File: src/rtl/rmcg_pkg.sv
package rmcg_pkg;

    typedef enum logic [1:0] {
        RM_NORMAL = 2'b00,
        RM_LOWPWR = 2'b01,
        RM_ULTRA  = 2'b10,
        RM_SPARE  = 2'b11
    } run_mode_e;

    typedef enum logic {
        DV_FIRE  = 1'b0,
        DV_COUNT = 1'b1
    } div_state_e;

endpackage

File: src/rtl/rmcg_ratio_sel.sv
module rmcg_ratio_sel
    import rmcg_pkg::*;
#(
    parameter int CW   = 4,
    parameter int KW   = 4,
    parameter int KMIN = 3,
    parameter int KMAX = 8
) (
    input  logic [1:0]    mode_i,
    input  logic [KW-1:0] k_i,
    output logic [CW-1:0] mid_ratio_o,
    output logic [CW-1:0] lo_ratio_o
);

    localparam logic [CW-1:0] ONE   = CW'(1);
    localparam logic [CW-1:0] TWO   = CW'(2);
    localparam logic [CW-1:0] K_LOW = CW'(KMIN);
    localparam logic [CW-1:0] K_TOP = CW'(KMAX);

    logic [CW-1:0] k_ext;
    logic [CW-1:0] k_clamped;
    run_mode_e     mode;

    assign mode  = run_mode_e'(mode_i);
    assign k_ext = CW'(k_i);

    // clamp divisor into the supported window
    always_comb begin
        if (k_ext < K_LOW) begin
            k_clamped = K_LOW;
        end else if (k_ext > K_TOP) begin
            k_clamped = K_TOP;
        end else begin
            k_clamped = k_ext;
        end
    end

    always_comb begin
        unique case (mode)
            RM_NORMAL, RM_SPARE: begin
                mid_ratio_o = ONE;
                lo_ratio_o  = TWO;
            end
            RM_LOWPWR: begin
                mid_ratio_o = TWO;
                lo_ratio_o  = TWO;
            end
            RM_ULTRA: begin
                mid_ratio_o = TWO;
                lo_ratio_o  = k_clamped;
            end
        endcase
    end

endmodule

File: src/rtl/rmcg_div.sv
module rmcg_div
    import rmcg_pkg::*;
#(
    parameter int CW = 4
) (
    input  logic          clk,
    input  logic          rst_n,
    input  logic [CW-1:0] reload_i,
    output logic          fire_o,
    output logic [CW-1:0] cnt_o
);

    localparam logic [CW-1:0] ZERO = '0;
    localparam logic [CW-1:0] ONE  = CW'(1);

    div_state_e    st_q, st_d;
    logic [CW-1:0] cnt_q, cnt_d;

    // state register
    always_ff @(posedge clk or negedge rst_n) begin
        if (!rst_n) begin
            st_q  <= DV_FIRE;
            cnt_q <= ZERO;
        end else begin
            st_q  <= st_d;
            cnt_q <= cnt_d;
        end
    end

    // next state
    always_comb begin
        st_d  = st_q;
        cnt_d = cnt_q;
        unique case (st_q)
            DV_FIRE: begin
                if (reload_i == ZERO) begin
                    st_d  = DV_FIRE;
                    cnt_d = ZERO;
                end else begin
                    st_d  = DV_COUNT;
                    cnt_d = reload_i;
                end
            end
            DV_COUNT: begin
                cnt_d = cnt_q - ONE;
                if (cnt_q == ONE) begin
                    st_d = DV_FIRE;
                end else begin
                    st_d = DV_COUNT;
                end
            end
        endcase
    end

    // outputs
    always_comb begin
        fire_o = (st_q == DV_FIRE);
        cnt_o  = cnt_q;
    end

endmodule

File: src/rtl/rmode_clken_gen.sv
module rmode_clken_gen
    import rmcg_pkg::*;
#(
    parameter int CW   = 4,
    parameter int KW   = 4,
    parameter int KMIN = 3,
    parameter int KMAX = 8
) (
    input  logic          clk,
    input  logic          rst_n,
    input  logic [1:0]    run_mode,
    input  logic [KW-1:0] lo_div,
    output logic          en_hi,
    output logic          en_mid,
    output logic          en_lo,
    output logic          xfer_hi_mid,
    output logic          xfer_hi_lo,
    output logic          xfer_mid_lo
);

    localparam logic [CW-1:0] ZERO = '0;
    localparam logic [CW-1:0] ONE  = CW'(1);
    localparam logic [CW-1:0] TWO  = CW'(2);

    logic [CW-1:0] mid_ratio, lo_ratio;
    logic [CW-1:0] mid_reload, lo_reload;
    logic [CW-1:0] mid_cnt, lo_cnt;
    logic [CW-1:0] lo_ratio_q;
    logic [CW-1:0] lo_next_cnt, lo_next_ratio;
    logic          mid_fire, lo_fire;

    rmcg_ratio_sel #(
        .CW   (CW),
        .KW   (KW),
        .KMIN (KMIN),
        .KMAX (KMAX)
    ) ratio_i (
        .mode_i      (run_mode),
        .k_i         (lo_div),
        .mid_ratio_o (mid_ratio),
        .lo_ratio_o  (lo_ratio)
    );

    // ratio governing the low-domain period now running
    always_ff @(posedge clk or negedge rst_n) begin
        if (!rst_n) begin
            lo_ratio_q <= TWO;
        end else if (lo_fire) begin
            lo_ratio_q <= lo_ratio;
        end
    end

    assign lo_reload = lo_ratio - ONE;

    // low-domain count and ratio one cycle ahead
    always_comb begin
        if (lo_fire) begin
            lo_next_cnt   = lo_reload;
            lo_next_ratio = lo_ratio;
        end else begin
            lo_next_cnt   = lo_cnt - ONE;
            lo_next_ratio = lo_ratio_q;
        end
    end

    // medium reload: phase-lock to the low domain when both divide by 2
    always_comb begin
        if (mid_ratio == TWO && lo_next_ratio == TWO) begin
            mid_reload = (lo_next_cnt == ZERO) ? TWO : ONE;
        end else begin
            mid_reload = mid_ratio - ONE;
        end
    end

    rmcg_div #(.CW(CW)) mid_div_i (
        .clk      (clk),
        .rst_n    (rst_n),
        .reload_i (mid_reload),
        .fire_o   (mid_fire),
        .cnt_o    (mid_cnt)
    );

    rmcg_div #(.CW(CW)) lo_div_i (
        .clk      (clk),
        .rst_n    (rst_n),
        .reload_i (lo_reload),
        .fire_o   (lo_fire),
        .cnt_o    (lo_cnt)
    );

    logic mid_cnt_unused;
    assign mid_cnt_unused = |mid_cnt;

    always_comb begin
        en_hi       = 1'b1;
        en_mid      = mid_fire;
        en_lo       = lo_fire;
        xfer_hi_mid = mid_fire;
        xfer_hi_lo  = lo_fire;
        xfer_mid_lo = lo_fire;
    end

endmodule

File: config.mk
export PLATFORM = sky130hd
export DESIGN_NAME = rmode_clken_gen
export DESIGN_NICKNAME = d
export VERILOG_FILES = /design/src/rtl/rmcg_pkg.sv /design/src/rtl/rmcg_ratio_sel.sv /design/src/rtl/rmcg_div.sv /design/src/rtl/rmode_clken_gen.sv
export SDC_FILE = /design/constraint.sdc
export NUM_CORES = 1
export LEC_CHECK = 0
export BUFFER_PORTS_ARGS = -buffer_cell sky130_fd_sc_hd__buf_4
export CORE_ASPECT_RATIO = 0.75
export CORE_MARGIN = 1
export CORE_UTILIZATION = 50
export CTS_CLUSTER_DIAMETER = 60
export DETAILED_ROUTE_END_ITERATION = 8
export GPL_ROUTABILITY_DRIVEN = 0
export GPL_TIMING_DRIVEN = 0
export MAX_ROUTING_LAYER = met4
export PLACE_DENSITY = 0.77
export SETUP_SLACK_MARGIN = 0.4
export SYNTH_ARGS = -nofsm -noshare
export SYNTH_HDL_FRONTEND = slang
export SYNTH_HIERARCHICAL = 1
export SYNTH_SLANG_ARGS = --single-unit
File: constraint.sdc
create_clock -name clk -period 1.8 [get_ports clk]
set_input_delay 0.18 -clock clk [delete_from_list [all_inputs] [get_ports clk]]
set_output_delay 0.18 -clock clk [all_outputs]
set_load 0.02 [all_outputs]
## After elaboration in Yosys (flattened, before gate mapping)

Cells that the tools add are included.

| word-level totals | value |
|---|---|
| ROM bits | 0 |
| logic and storage cells | 46 |
| bits in writable memories | 0 |
| output and inout port bits | 6 |
| latch bits | 0 |
| register bits after elaboration | 14 |
| memories kept | 0 |
| input bits | 8 |

| cells by class | value |
|---|---|
| muxes and demuxes | 18 |
| magnitude comparators | 2 |
| equal/unequal tests | 7 |
| shifts and indexed selects | 0 |
| $add $sub $neg | 4 |
| div/mod/pow operators | 0 |
| multiply operators | 0 |
| bitwise gates (word level) | 2 |
| reduce and logical (&&, ||, !) cells | 8 |

Operators with widths:

| operator | count |
|---|---|
| case mux 4 bit (2 select lines) | 4 |
| 2-to-1 mux 4 bit | 7 |
| subtractor 4 x 1 -> 4 bit, second input constant | 4 |
| logical NOT 4 bit | 3 |
| == test 4 x 1 -> 1 bit, second input constant | 2 |
| == test 4 x 2 -> 1 bit, second input constant | 2 |
| == test 2 bit, second input constant | 2 |
| greater-than comparator 4 bit, second input constant | 1 |
| less-than comparator 4 x 2 -> 1 bit, second input constant | 1 |
| 2-to-1 mux 1 bit | 4 |
| case mux 1 bit (2 select lines) | 2 |
| OR reduction 2 bit | 2 |
| OR reduction 3 bit | 1 |
| == test 2 x 1 -> 1 bit, second input constant | 1 |
| logical NOT 2 bit | 1 |
| 2-to-1 mux 2 bit | 1 |
| NOT 1 bit | 2 |
| logical AND 1 bit | 1 |

## Logic depth before layout (Yosys ltp)

| logic depth | value |
|---|---|
| word-level depth | 12 |
| depth in mapped cells | 10 |
| gate-level depth less buffers | 10 |

## Hierarchy

The synthesis kept the hierarchy.

Modules (own cells, without submodules):

| module | cells each | area each (um2) | times used |
|---|---|---|---|
| rmcg_div | 25 | 247.7 | 2 |
| rmode_clken_gen | 46 | 415.4 | 1 |
| rmcg_ratio_sel | 12 | 91.3 | 1 |

## Worst setup path before layout

No wires, ideal clock.

| timing | value |
|---|---|
| path type | register to register |
| start | reg lo_div_i.st_q |
| end | reg mid_div_i.st_q |
| setup slack | -0.271 ns |
| data required time | 1.675 ns |
| stages on the path, launching flop included | 9 |
| clock period less this slack | 2.071 ns |
| arrival time | 1.946 ns |
| cells stage by stage | dfrtp_1 > clkbuf_1 > inv_1 > mux2_4 > nor4_4 > and2_2 > nor2_1 > nor3_1 > a21oi_1 |

| on the way | value |
|---|---|
| cells in the longest elaborated chain, start to end | 7 |

RTL lines:

| element | line | text |
|---|---|---|
| from (decl) | rmcg_div.sv:16 | `div_state_e st_q, st_d;` |
| from (signal assigned) | rmcg_div.sv:25 | `st_q <= st_d;` |
| 2-to-1 mux 4 bit | rmode_clken_gen.sv:57 | `if (lo_fire) begin` |
| named net lo_next_ratio[0] | rmode_clken_gen.sv:29 | `logic [CW-1:0] lo_next_cnt, lo_next_ratio;` |
| == test 4 x 2 -> 1 bit | rmode_clken_gen.sv:68 | `if (mid_ratio == TWO && lo_next_ratio == TWO) begin` |
| logical AND 1 bit | rmode_clken_gen.sv:68 |  |
| 2-to-1 mux 4 bit | rmode_clken_gen.sv:68 |  |
| named net mid_reload[2] | rmode_clken_gen.sv:26 | `logic [CW-1:0] mid_reload, lo_reload;` |
| logical NOT 4 bit | rmcg_div.sv:36 | `if (reload_i == ZERO) begin` |
| 2-to-1 mux 1 bit | rmcg_div.sv:36 |  |
| case mux 1 bit (2 select lines) | rmcg_div.sv:34 | `unique case (st_q)` |
| named net mid_div_i.st_d | rmcg_div.sv:16 |  |
| to (signal assigned) | rmcg_div.sv:25 |  |
| to (decl) | rmcg_div.sv:16 |  |

The timed path passes the listed nets, and every way through them passes these cells.

## Final worst setup path

Ends and elaborated chain as after synthesis.

==> run metrics <==
CP Data Arrival Time=2030 ps; CP required=1970 ps; Filler Cell Count=132; ANT nets after route=0; failing checks=setup timing; HP Class=in2reg; sequential area share after synthesis=35.1%; die footprint=0.00219 mm^2; H-tree depth=1; first-pass iteration count of the detailed router=4; Worst setup SP type=flop; status=finished, violations left; Hold Path Origin=lo_div[3]; n_diodes=0; clock root buffer=clkbuf_4; GRT Util Overall=21.0%; CP bufs+invs=2; Post-Syn Area=0.00100 mm^2; Cells on Worst Hold Path=4; initial antenna violation count=0; IO buf count=12; CP Capture Type=flop; Final Hold Vio Count=0; Worst Path Max Fanout=4; R2R cell count=8; #FFs+latches synth=14; critical path class=reg2reg; maximum VDD drop=0.000996 V; # Max-Cap Violations=0; Worst path top cell family by delay=simple AND/OR/NAND/NOR gates; CTS tree=done; WL final=2050 um; DR WL/cell=13.5 um; Max Slew Vio Count=0; gate count of the mapped netlist=108; Post-Route Skew=2.44 ps; clock buffer count from CTS=3; clk_lat worst skew=280 ps; largest net degree at the start of global routing=15; layout cells sized above 1=37.2%; max incr delay on CP=400 ps; Clock Path Buffers=2; Final nets=147; RSZ-0062 raised after global routing=yes; clock sink count=14; first-pass GRT wire length=3020 um; final worst slack=-59.7 ps; P_leak=0.634 nW; Final period util=103%; WHS Endpoint=lo_ratio_q[1]; Peak Freq=538 MHz; endpoints failing setup=2; Power Density=1380 mW/mm^2; Cell Area, Placed=0.00114 mm^2; post-route DRC violation count=0; 1st-iter DRT viols=18; PnR Total Power=0.00175 W; die width=53.7 um; Top Ports=14; CP Cell Sequence=buf_8, inv_8, mux2_4, nor4_4, nand3_1, a21boi_4, nor3_2, a21oi_1; HPWL after DPL=1350 um; Avg Cell Area, Syn=9.28 um^2; CP max-delay cell=dfrtp_1; Syn. warnings=6; clk slew on worst S/H paths=90 ps; vias in the first global route=659; Congestion Overflow GR=0; Initial Utilization=55.5%; via count=781; Area Growth Syn to Fin=26.8%; Die Ht=40.8 um; design area=0.00127 mm^2; R2R Setup Slk=-60 ps; Vias per Instance=5.17; Site Rows=13; Core Area=0.00181 mm^2; reg2reg start=lo_div_i/st_q; Yosys cell types=32; R2R Path End=mid_div_i/st_q; minimum clock period=1860 ps
cell usage after synthesis, drive strengths merged:
master  count  area, um^2
a21boi      1        7.51
a21oi       8        40.0
a31oi       2        12.5
and2        2        13.8
and3b       1        8.76
and4bb      3        37.5
buf         6        45.0
clkbuf      2        7.51
conb        2        7.51
dfrtp      13         325
dfstp       1        26.3
ha          9         113
inv        15        56.3
mux2        3        41.3
nand2       4        15.0
nand2b      2        15.0
nand3       1        5.00
nand3b      1        7.51
nor2       10        37.5
nor2b       2        20.0
nor3        4        20.0
nor3b       1        12.5
nor4        1        21.3
o21ai       3        15.0
o31ai       2        15.0
or4         2        15.0
xnor2       5        43.8
xor2        2        17.5
layout make-up:
| class | instances | area (um^2) | share of cell area, % |
|---|---|---|---|
| Buffer | 8 | 65.1 | 5.12 |
| Sequential cell | 14 | 352 | 27.7 |
| Tap cell | 22 | 27.5 | 2.17 |
| Timing Repair Buffer | 16 | 123 | 9.65 |
| Inverter | 15 | 63.8 | 5.02 |
| Clock buffer | 4 | 36.3 | 2.85 |
| Multi-Input combinational cell | 72 | 604 | 47.5 |
worst max-delay path by stage:
stage,depth (start not counted),endpoint,startpoint,slack [ps]
floorplan,8,mid_div_i/st_q,lo_div_i/st_q,-3
global placement,10,mid_div_i/st_q,run_mode[0],-150
detailed placement,10,mid_div_i/st_q,run_mode[0],-170
CTS,8,mid_div_i/st_q,lo_div_i/st_q,-100
global route,8,mid_div_i/st_q,lo_div_i/st_q,-180
finish,8,mid_div_i/st_q,lo_div_i/st_q,-60
cell families (layout without fill, tap and decap cells):
logic type      after synthesis  in the layout  synth area share [%]
simple gates                 34             34                  22.8
buf+inv                      23             43                  10.9
compound gates               16             16                  8.99
flops                        14             14                  35.1
fa+ha+maj                     9              9                  11.2
xor+xnor                      7              7                  6.12
mux                           3              3                  4.12
other cells                   2              3                 0.749
metal layers:
layer,track usage (%),share of wire (%),vias to the layer above
met5,-,0,-
met4,5.92,0.59,0
met3,5.56,3.2,2
met2,34.6,51,18
met1,25.8,45,368
li1,-,-,393
tightest hold or removal path, cell delays in order:
cell	delay (ps)
buf_4	110
o21ai_1	130
nand2_1	80
nand2_1	50
timing repair:
item | CTS | global route
setup endpoints to repair | 6 | 9
pin swaps | 6 | 10
hold endpoints to repair | 14 | 0
resized for setup | 7 | 8
hold buffers | 1 | 0
buffers inserted | 2 | 1
state kept, by name, indices dropped and copies added, names as in the netlist:
register         flops
lo_div_i/cnt_o       4
lo_div_i/st_q        1
lo_ratio_q           4
mid_div_i/cnt_o      4
mid_div_i/st_q       1
cell usage in the layout, fill, tap and decap left out, drive strengths merged, types with 2 or more instances in the layout:
master,instances
buf,23
and2,2
nor2,10
clkbuf,4
ha,9
a21oi,8
nor2b,2
conb,3
a31oi,2
nand2b,2
xor2,2
o21ai,3
or4,2
inv,15
xnor2,5
and4bb,3
o31ai,2
nor3,4
nand2,4
mux2,3
dfrtp,13
power by group:
part / switching, W / total, W / internal, W
registers: 0.000125 / 0.000602 / 0.000477
logic: 0.000452 / 0.000916 / 0.000464
clock network: 0.000111 / 0.000235 / 0.000123
total: 0.000688 / 0.00175 / 0.00106
per-stage QoR:
stage                     setup slack (ps)  TNS [ps]  instances  hold WS (ps)  util [%]
after CTS                            -95.9     -95.9        150           246      68.2
after global placement                -146      -179        143          42.0      63.4
after global routing                  -179      -450        151           278      70.4
after detailed placement              -168      -269        143          41.4      63.4
after floorplan                      -3.27     -3.27        109          -116         -
final                                -59.7     -89.3        151           259      70.4
No activity file was read; power rests on OpenSTA's default activity.
